## src/rtl/stt_pkg.sv

```systemverilog
package stt_pkg;
   typedef enum logic [1:0] {
      ACK_COMPLETE = 2'd0,
      ACK_PENDING  = 2'd1,
      ACK_BUSY     = 2'd2,
      ACK_RSVD     = 2'd3
   } ack_e;

   typedef enum logic [1:0] {
      ST_IDLE     = 2'd0,
      ST_ACK_WAIT = 2'd1,
      ST_RSP_WAIT = 2'd2
   } txn_state_e;
endpackage

```

## src/rtl/stt_ctl_reg.sv

```systemverilog
module stt_ctl_reg #(
   parameter int FRAC_W    = 13,
   parameter int SEC_W     = 3,
   parameter int RETRY_W   = 4,
   parameter int FRAC_RST  = 800,
   parameter int RETRY_RST = 3,
   localparam int CTL_W    = FRAC_W + SEC_W + RETRY_W + 1
) (
   input  logic               clk,
   input  logic               rst_n,
   input  logic               wr,
   input  logic [CTL_W-1:0]   wdata,
   input  logic               bus_reset,
   output logic               txoff,
   output logic [RETRY_W-1:0] max_retry,
   output logic [SEC_W-1:0]   tmo_sec,
   output logic [FRAC_W-1:0]  tmo_frac
);
   localparam int SEC_LSB   = FRAC_W;
   localparam int RETRY_LSB = FRAC_W + SEC_W;
   localparam int OFF_BIT   = FRAC_W + SEC_W + RETRY_W;

   always_ff @(posedge clk or negedge rst_n) begin
      if (!rst_n) begin
         tmo_frac  <= FRAC_W'(FRAC_RST);
         tmo_sec   <= '0;
         max_retry <= RETRY_W'(RETRY_RST);
         txoff     <= 1'b0;
      end else begin
         if (wr) begin
            tmo_frac  <= wdata[FRAC_W-1:0];
            tmo_sec   <= wdata[SEC_LSB +: SEC_W];
            max_retry <= wdata[RETRY_LSB +: RETRY_W];
         end
         if (bus_reset)
            txoff <= 1'b1;
         else if (wr)
            txoff <= wdata[OFF_BIT];
      end
   end
endmodule

```

## src/rtl/stt_tick_timer.sv

```systemverilog
module stt_tick_timer #(
   parameter int FRAC_W        = 13,
   parameter int SEC_W         = 3,
   parameter int TICKS_PER_SEC = 8000
) (
   input  logic              clk,
   input  logic              rst_n,
   input  logic              clr,
   input  logic              adv,
   input  logic [SEC_W-1:0]  cfg_sec,
   input  logic [FRAC_W-1:0] cfg_frac,
   output logic              expire
);
   localparam int CSEC_W = SEC_W + 1;

   logic [FRAC_W-1:0] frac_q, frac_n;
   logic [CSEC_W-1:0] sec_q, sec_n;
   logic              wrap;

   generate
      if (TICKS_PER_SEC == (1 << FRAC_W)) begin : g_pow2
         assign wrap = &frac_q;
      end else begin : g_cmp
         localparam logic [FRAC_W-1:0] FRAC_LAST = FRAC_W'(TICKS_PER_SEC - 1);
         assign wrap = (frac_q == FRAC_LAST);
      end
   endgenerate

   always_comb begin
      frac_n = wrap ? '0 : frac_q + 1'b1;
      sec_n  = sec_q;
      if (wrap && !(&sec_q))
         sec_n = sec_q + 1'b1;
   end

   assign expire = (sec_n > {1'b0, cfg_sec}) ||
                   ((sec_n == {1'b0, cfg_sec}) && (frac_n >= cfg_frac));

   always_ff @(posedge clk or negedge rst_n) begin
      if (!rst_n) begin
         frac_q <= '0;
         sec_q  <= '0;
      end else if (clr) begin
         frac_q <= '0;
         sec_q  <= '0;
      end else if (adv) begin
         frac_q <= frac_n;
         sec_q  <= sec_n;
      end
   end
endmodule

```

## src/rtl/stt_retry_ctr.sv

```systemverilog
module stt_retry_ctr #(
   parameter int RETRY_W = 4
) (
   input  logic               clk,
   input  logic               rst_n,
   input  logic               clr,
   input  logic               inc,
   input  logic [RETRY_W-1:0] limit,
   output logic               room
);
   logic [RETRY_W-1:0] cnt_q;

   assign room = (cnt_q < limit);

   always_ff @(posedge clk or negedge rst_n) begin
      if (!rst_n)
         cnt_q <= '0;
      else if (clr)
         cnt_q <= '0;
      else if (inc && room)
         cnt_q <= cnt_q + 1'b1;
   end
endmodule

```

## src/rtl/split_txn_timer.sv

```systemverilog
module split_txn_timer #(
   parameter int FRAC_W        = 13,
   parameter int SEC_W         = 3,
   parameter int RETRY_W       = 4,
   parameter int TICKS_PER_SEC = 8000,
   parameter int FRAC_RST      = 800,
   parameter int RETRY_RST     = 3,
   localparam int CTL_W        = FRAC_W + SEC_W + RETRY_W + 1
) (
   input  logic             clk,
   input  logic             rst_n,
   input  logic             tick,
   input  logic             ctl_wr,
   input  logic [CTL_W-1:0] ctl_wdata,
   input  logic             tx_start,
   input  logic             ack_valid,
   input  logic [1:0]       ack_code,
   input  logic             rsp_rcvd,
   input  logic             bus_reset,
   output logic             retry_req,
   output logic             timeout,
   output logic             give_up,
   output logic             tx_enable
);
   import stt_pkg::*;

   generate
      if (TICKS_PER_SEC < 2 || TICKS_PER_SEC > (1 << FRAC_W)) begin : g_bad_tps
         $error("TICKS_PER_SEC must fit the fraction field");
      end
      if (FRAC_RST >= (1 << FRAC_W) || RETRY_RST >= (1 << RETRY_W)) begin : g_bad_rst
         $error("reset values must fit their fields");
      end
   endgenerate

   logic               txoff;
   logic [RETRY_W-1:0] max_retry;
   logic [SEC_W-1:0]   tmo_sec;
   logic [FRAC_W-1:0]  tmo_frac;

   stt_ctl_reg #(
      .FRAC_W(FRAC_W), .SEC_W(SEC_W), .RETRY_W(RETRY_W),
      .FRAC_RST(FRAC_RST), .RETRY_RST(RETRY_RST)
   ) u_ctl (
      .clk(clk), .rst_n(rst_n), .wr(ctl_wr), .wdata(ctl_wdata),
      .bus_reset(bus_reset), .txoff(txoff), .max_retry(max_retry),
      .tmo_sec(tmo_sec), .tmo_frac(tmo_frac)
   );

   txn_state_e state_q, state_d;
   logic       tmr_clr, tmr_adv, tmr_expire;
   logic       rc_clr, rc_inc, rc_room;
   logic       retry_d, tmo_d, give_d;
   ack_e       ack;

   assign ack = ack_e'(ack_code);

   stt_tick_timer #(
      .FRAC_W(FRAC_W), .SEC_W(SEC_W), .TICKS_PER_SEC(TICKS_PER_SEC)
   ) u_tmr (
      .clk(clk), .rst_n(rst_n), .clr(tmr_clr), .adv(tmr_adv),
      .cfg_sec(tmo_sec), .cfg_frac(tmo_frac), .expire(tmr_expire)
   );

   stt_retry_ctr #(.RETRY_W(RETRY_W)) u_rc (
      .clk(clk), .rst_n(rst_n), .clr(rc_clr), .inc(rc_inc),
      .limit(max_retry), .room(rc_room)
   );

   always_comb begin
      state_d = state_q;
      tmr_clr = 1'b0;
      tmr_adv = 1'b0;
      rc_clr  = 1'b0;
      rc_inc  = 1'b0;
      retry_d = 1'b0;
      tmo_d   = 1'b0;
      give_d  = 1'b0;
      if (bus_reset) begin
         state_d = ST_IDLE;
         tmr_clr = 1'b1;
         rc_clr  = 1'b1;
      end else begin
         unique case (state_q)
            ST_IDLE: begin
               if (tx_start && !txoff) begin
                  state_d = ST_ACK_WAIT;
                  rc_clr  = 1'b1;
               end
            end
            ST_ACK_WAIT: begin
               if (ack_valid) begin
                  unique case (ack)
                     ACK_COMPLETE: state_d = ST_IDLE;
                     ACK_PENDING: begin
                        state_d = ST_RSP_WAIT;
                        tmr_clr = 1'b1;
                     end
                     ACK_BUSY: begin
                        if (rc_room) begin
                           rc_inc  = 1'b1;
                           retry_d = 1'b1;
                        end else begin
                           give_d  = 1'b1;
                           state_d = ST_IDLE;
                        end
                     end
                     default: ;
                  endcase
               end
            end
            ST_RSP_WAIT: begin
               if (rsp_rcvd) begin
                  state_d = ST_IDLE;
               end else if (tick) begin
                  if (tmr_expire) begin
                     tmo_d   = 1'b1;
                     state_d = ST_IDLE;
                  end else begin
                     tmr_adv = 1'b1;
                  end
               end
            end
            default: state_d = ST_IDLE;
         endcase
      end
   end

   always_ff @(posedge clk or negedge rst_n) begin
      if (!rst_n) begin
         state_q   <= ST_IDLE;
         retry_req <= 1'b0;
         timeout   <= 1'b0;
         give_up   <= 1'b0;
      end else begin
         state_q   <= state_d;
         retry_req <= retry_d;
         timeout   <= tmo_d;
         give_up   <= give_d;
      end
   end

   assign tx_enable = ~txoff;
endmodule

```

## config.mk

```make
export PLATFORM = sky130hd
export DESIGN_NAME = split_txn_timer
export DESIGN_NICKNAME = d
export VERILOG_FILES = /design/src/rtl/stt_pkg.sv /design/src/rtl/stt_ctl_reg.sv /design/src/rtl/stt_tick_timer.sv /design/src/rtl/stt_retry_ctr.sv /design/src/rtl/split_txn_timer.sv
export SDC_FILE = /design/constraint.sdc
export NUM_CORES = 1
export LEC_CHECK = 0
export ABC_AREA = 1
export BUFFER_PORTS_ARGS = -buffer_cell sky130_fd_sc_hd__buf_2
export CAP_MARGIN = 25
export CORE_MARGIN = 8
export CORE_UTILIZATION = 38
export CTS_CLUSTER_SIZE = 28
export DETAILED_ROUTE_END_ITERATION = 16
export SETUP_SLACK_MARGIN = 0.2
export SYNTH_ARGS = -nofsm -noshare
export SYNTH_HDL_FRONTEND = slang
export SYNTH_SLANG_ARGS = --single-unit
```

## constraint.sdc

```tcl
create_clock -name clk -period 5.1 [get_ports clk]
set_clock_uncertainty 0.1 [all_clocks]
set_input_delay 0.255 -clock clk [delete_from_list [all_inputs] [get_ports clk]]
set_output_delay 0.255 -clock clk [all_outputs]
set_load 0.005 [all_outputs]
```

==> run summary <==
* **clock root buffer** clkbuf_8
* **via count** 2472
* **startpoint of the lowest-slack register-to-register path** u_tmr.frac_q[0]
* **setup repair after global routing missed its margin** no
* **total negative setup slack** 0 ns
* **Routed wire per std cell** 12.54 um
* **Max FO, Critical Path** 19
* **fraction of layout instances using a drive strength above 1** 18.16%
* **CTS Sinks** 47
* **most repeated library cell on the critical path** nand2_1
* **highest-delay cell along the critical path** dfrtp_1
* **Core Footprint** 0.007687 mm2
* **global-route wire length before repair** 11.57 mm
* **number of nets in the finished design** 465
* **number of inserted diodes** 0
* **Final Instance Count excl. Fillers** 515
* **standard-cell rows** 32
* **Initial Utilization** 38.90%
* **Residual DRC** 0
* **P per Cell Area** 257.8 mW/mm2
* **Fin Hold WS** 0.05025 ns
* **residual overflow from global routing** 0
* **worst path arrival time** 3.22 ns
* **startpoint of the most critical hold path** ctl_wdata[1]
* **Initial DRT Pass Iterations** 4
* **result of the run** finished clean
* **Top Ports** 35
* **post-synthesis sequential element count** 47
* **share of the yosys chip area belonging to registers** 39.54%
* **startpoint class of the critical path** flop
* **HP Class** input pin to flop
* **placed insts** 506
* **Worst Path Class, Setup** flop to flop
* **fin. max-slew vios** 0
* **number of warnings printed during yosys synthesis** 0
* **Total Routing Usage GR** 12.55%
* **mean number of vias per cell** 4.800
* **horizontal extent of the die** 104.7 um
* **later-pin clock latency in the skew report** 0.31 ns
* **Slew HR** 59.15%
* **wirelength, routed** 6.460 mm
* **EDFF count, synth** 0
* **largest net degree at the start of global routing** 41
* **critical path cell sequence** ha_1, nand3_2, nor2_4, nand2_1, nor2_1, nand2_1, a21oi_1, o21a_1, ha_1, nand3_1, o21ai_0, a21oi_1, nand3_2, nand2_4, nand2_8, nand3_1, nand2_1
* **clock-pin transition on the worst setup and hold timing paths** 0.09 ns
* **final core area utilization** 44.42%
* **placed wire-length estimate after detailed placement** 5.023 mm
* **synthesized area per cell** 7.932 um2
* **final hold viol count** 0
* **total of max-cap violations** 0
* **area added between synthesis and finish** 14.18%
* **number of port buffers** 34
* **initial antenna violation count** 0
* **clock tree from TritonCTS** yes
* **number of instances in the synthesized netlist** 377
* **number of global-route vias before repair** 2555
* **number of failing setup endpoints in the final timing report** 0
* **CTS H-Tree Depth** 2
* **timing-limited maximum frequency** 320.7 MHz
* **count of routing violations after the opening detailed-route iteration** 113
* **Req. time, crit path** 5.20 ns
* **family with the most delay on the worst path** simple AND/OR/NAND/NOR gates
* **CTS buffer count** 5
* **first element of the critical path** u_tmr.frac_q[0]
* **final period utilization** 61.14%
* **worst-case clock buffer depth** 2
* **element type at the critical path end** flop
* **die area** 0.01096 mm2
* **Worst VDD drop** 0.1237 mV
* **total buffers and inverters traversed by the critical path** 0
* **Post-Syn Nets** 430
* **slew at the pin closest to its max-slew limit** 0.6128 ns
* **area of the mapped netlist** 0.002990 mm2
* **Post-DRT Antenna Nets** 0
* **placer's final routability congestion estimate** 0.8479
* **standby leakage power** 1.825 nW
* **async set or reset register ratio after synthesis** 100.0%
* **number of instances resized during post-cts repair** 0
* **peak per-stage delay on the critical path** 0.40 ns
* **Cell variety after synth** 38
* **height of the chip** 104.7 um
* **primary flip-flop cell chosen by synthesis mapping** dfrtp_1
* **min Tclk post-route** 3.118 ns
[layer usage]
metal	global-route usage [%]	vias up	routed length, um
met2	21.40	36	3067
met5	0	-	0
met4	3.976	0	93
met3	3.133	10	279
met1	15.19	1144	3019
li1	-	1282	-
[Yosys cell counts, types with 2 or more instances]
cell,count,area [um2]
a21oi_1,11,55.05
buf_2,3,15.01
clkbuf_1,4,15.01
dfrtp_1,42,1051
dfstp_2,5,131.4
ha_1,22,275.3
inv_1,61,229.0
mux2_2,3,33.78
nand2_1,86,322.8
nand3_1,36,180.2
nand3_2,12,120.1
nor2_1,33,123.9
nor2_4,2,22.52
nor3_1,4,20.02
o21a_1,2,15.01
o21ai_0,23,115.1
xor2_1,7,61.31
[worst min-delay path: cells and delay by family]
kind                   cells  cell delay (ns)
buffers and inverters      1             0.07
AO/OA/AOI/OAI              1             0.06
AND/OR/NAND/NOR            1             0.04
[layout by cell type, fill, tap and decap left out, drive strengths merged, types with 2 or more instances in the layout]
cell type  count
nand2         89
nand4          2
dfstp          5
xor2           7
clkbuf         5
o21a           2
nor2          37
bufinv         2
inv           61
a21oi         11
nand3         48
nor3           5
o21ai         24
buf           36
mux2           3
dfrtp         42
ha            22
[repair_timing]
| item | 4_1_cts | 5_1_grt |
|---|---|---|
| endpoints found under the setup margin | 0 | 0 |
| hold endpoints to repair | 15 | 0 |
| hold buffers | 1 | 0 |
| buffers inserted | 0 | 0 |
[through the flow]
stage	power [mW]	worst slack [ns]	instance area, um2
after floorplan	0.5127	2.372	2990
after global placement	0.5527	2.030	3237
after detailed placement	0.5613	1.978	3268
after CTS	0.8943	1.953	3415
after global routing	0.9320	1.610	3415
final	0.8802	1.982	3415
[worst paths after layout]
path                       slack, ns                  to  depth (start not counted)
min in group asynchronous       0.32   u_ctl.tmo_frac[6]                          2
max in group asynchronous       4.01   u_ctl.tmo_frac[8]                          3
min reg2reg                     0.39  u_ctl.max_retry[0]                          2
max                             1.98      u_tmr.sec_q[0]                         17
max reg2reg                     1.98      u_tmr.sec_q[0]                         17
min                             0.05   u_ctl.tmo_frac[1]                          3
[sequential cells by signal, summed over array words and instances, names as in the netlist]
| register | count |
|---|---|
| u_ctl.tmo_frac | 13 |
| u_tmr.frac_q | 13 |
| u_ctl.max_retry | 4 |
| u_rc.cnt_q | 4 |
| u_tmr.sec_q | 4 |
| u_ctl.tmo_sec | 3 |
| state_q | 2 |
| give_up | 1 |
| retry_req | 1 |
| timeout | 1 |
| u_ctl.txoff | 1 |
[cells by family after synthesis]
family                     count (synthesis)  synth area share (%)
and+or+nand+nor                          183                 30.13
buffers and inverters                     70                 9.581
DFF                                       47                 39.54
AOI/OAI and AO/OA                         45                 8.369
adders and majority gates                 22                 9.205
xor gates and xnor gates                   7                 2.050
muxes                                      3                 1.130
[area by class of cell]
cell class / instances / area, um2
repair buffers: 37 / 211.5
flip-flops and latches: 47 / 1182
well taps: 102 / 127.6
fillers: 797 / 4273
clock inverters: 3 / 67.56
inverters: 61 / 229.0
clock buffers: 5 / 68.82
multi-input cells: 260 / 1528
[report_power, final]
group	internal, mW	switching [mW]	leakage, nW	total [mW]
sequential	0.399	0.0150	0.605	0.414
clock	0.195	0.133	0.0644	0.329
combinational	0.0497	0.0881	1.16	0.138
total	0.644	0.236	1.83	0.880
No activity file was read; power rests on OpenSTA's default activity.
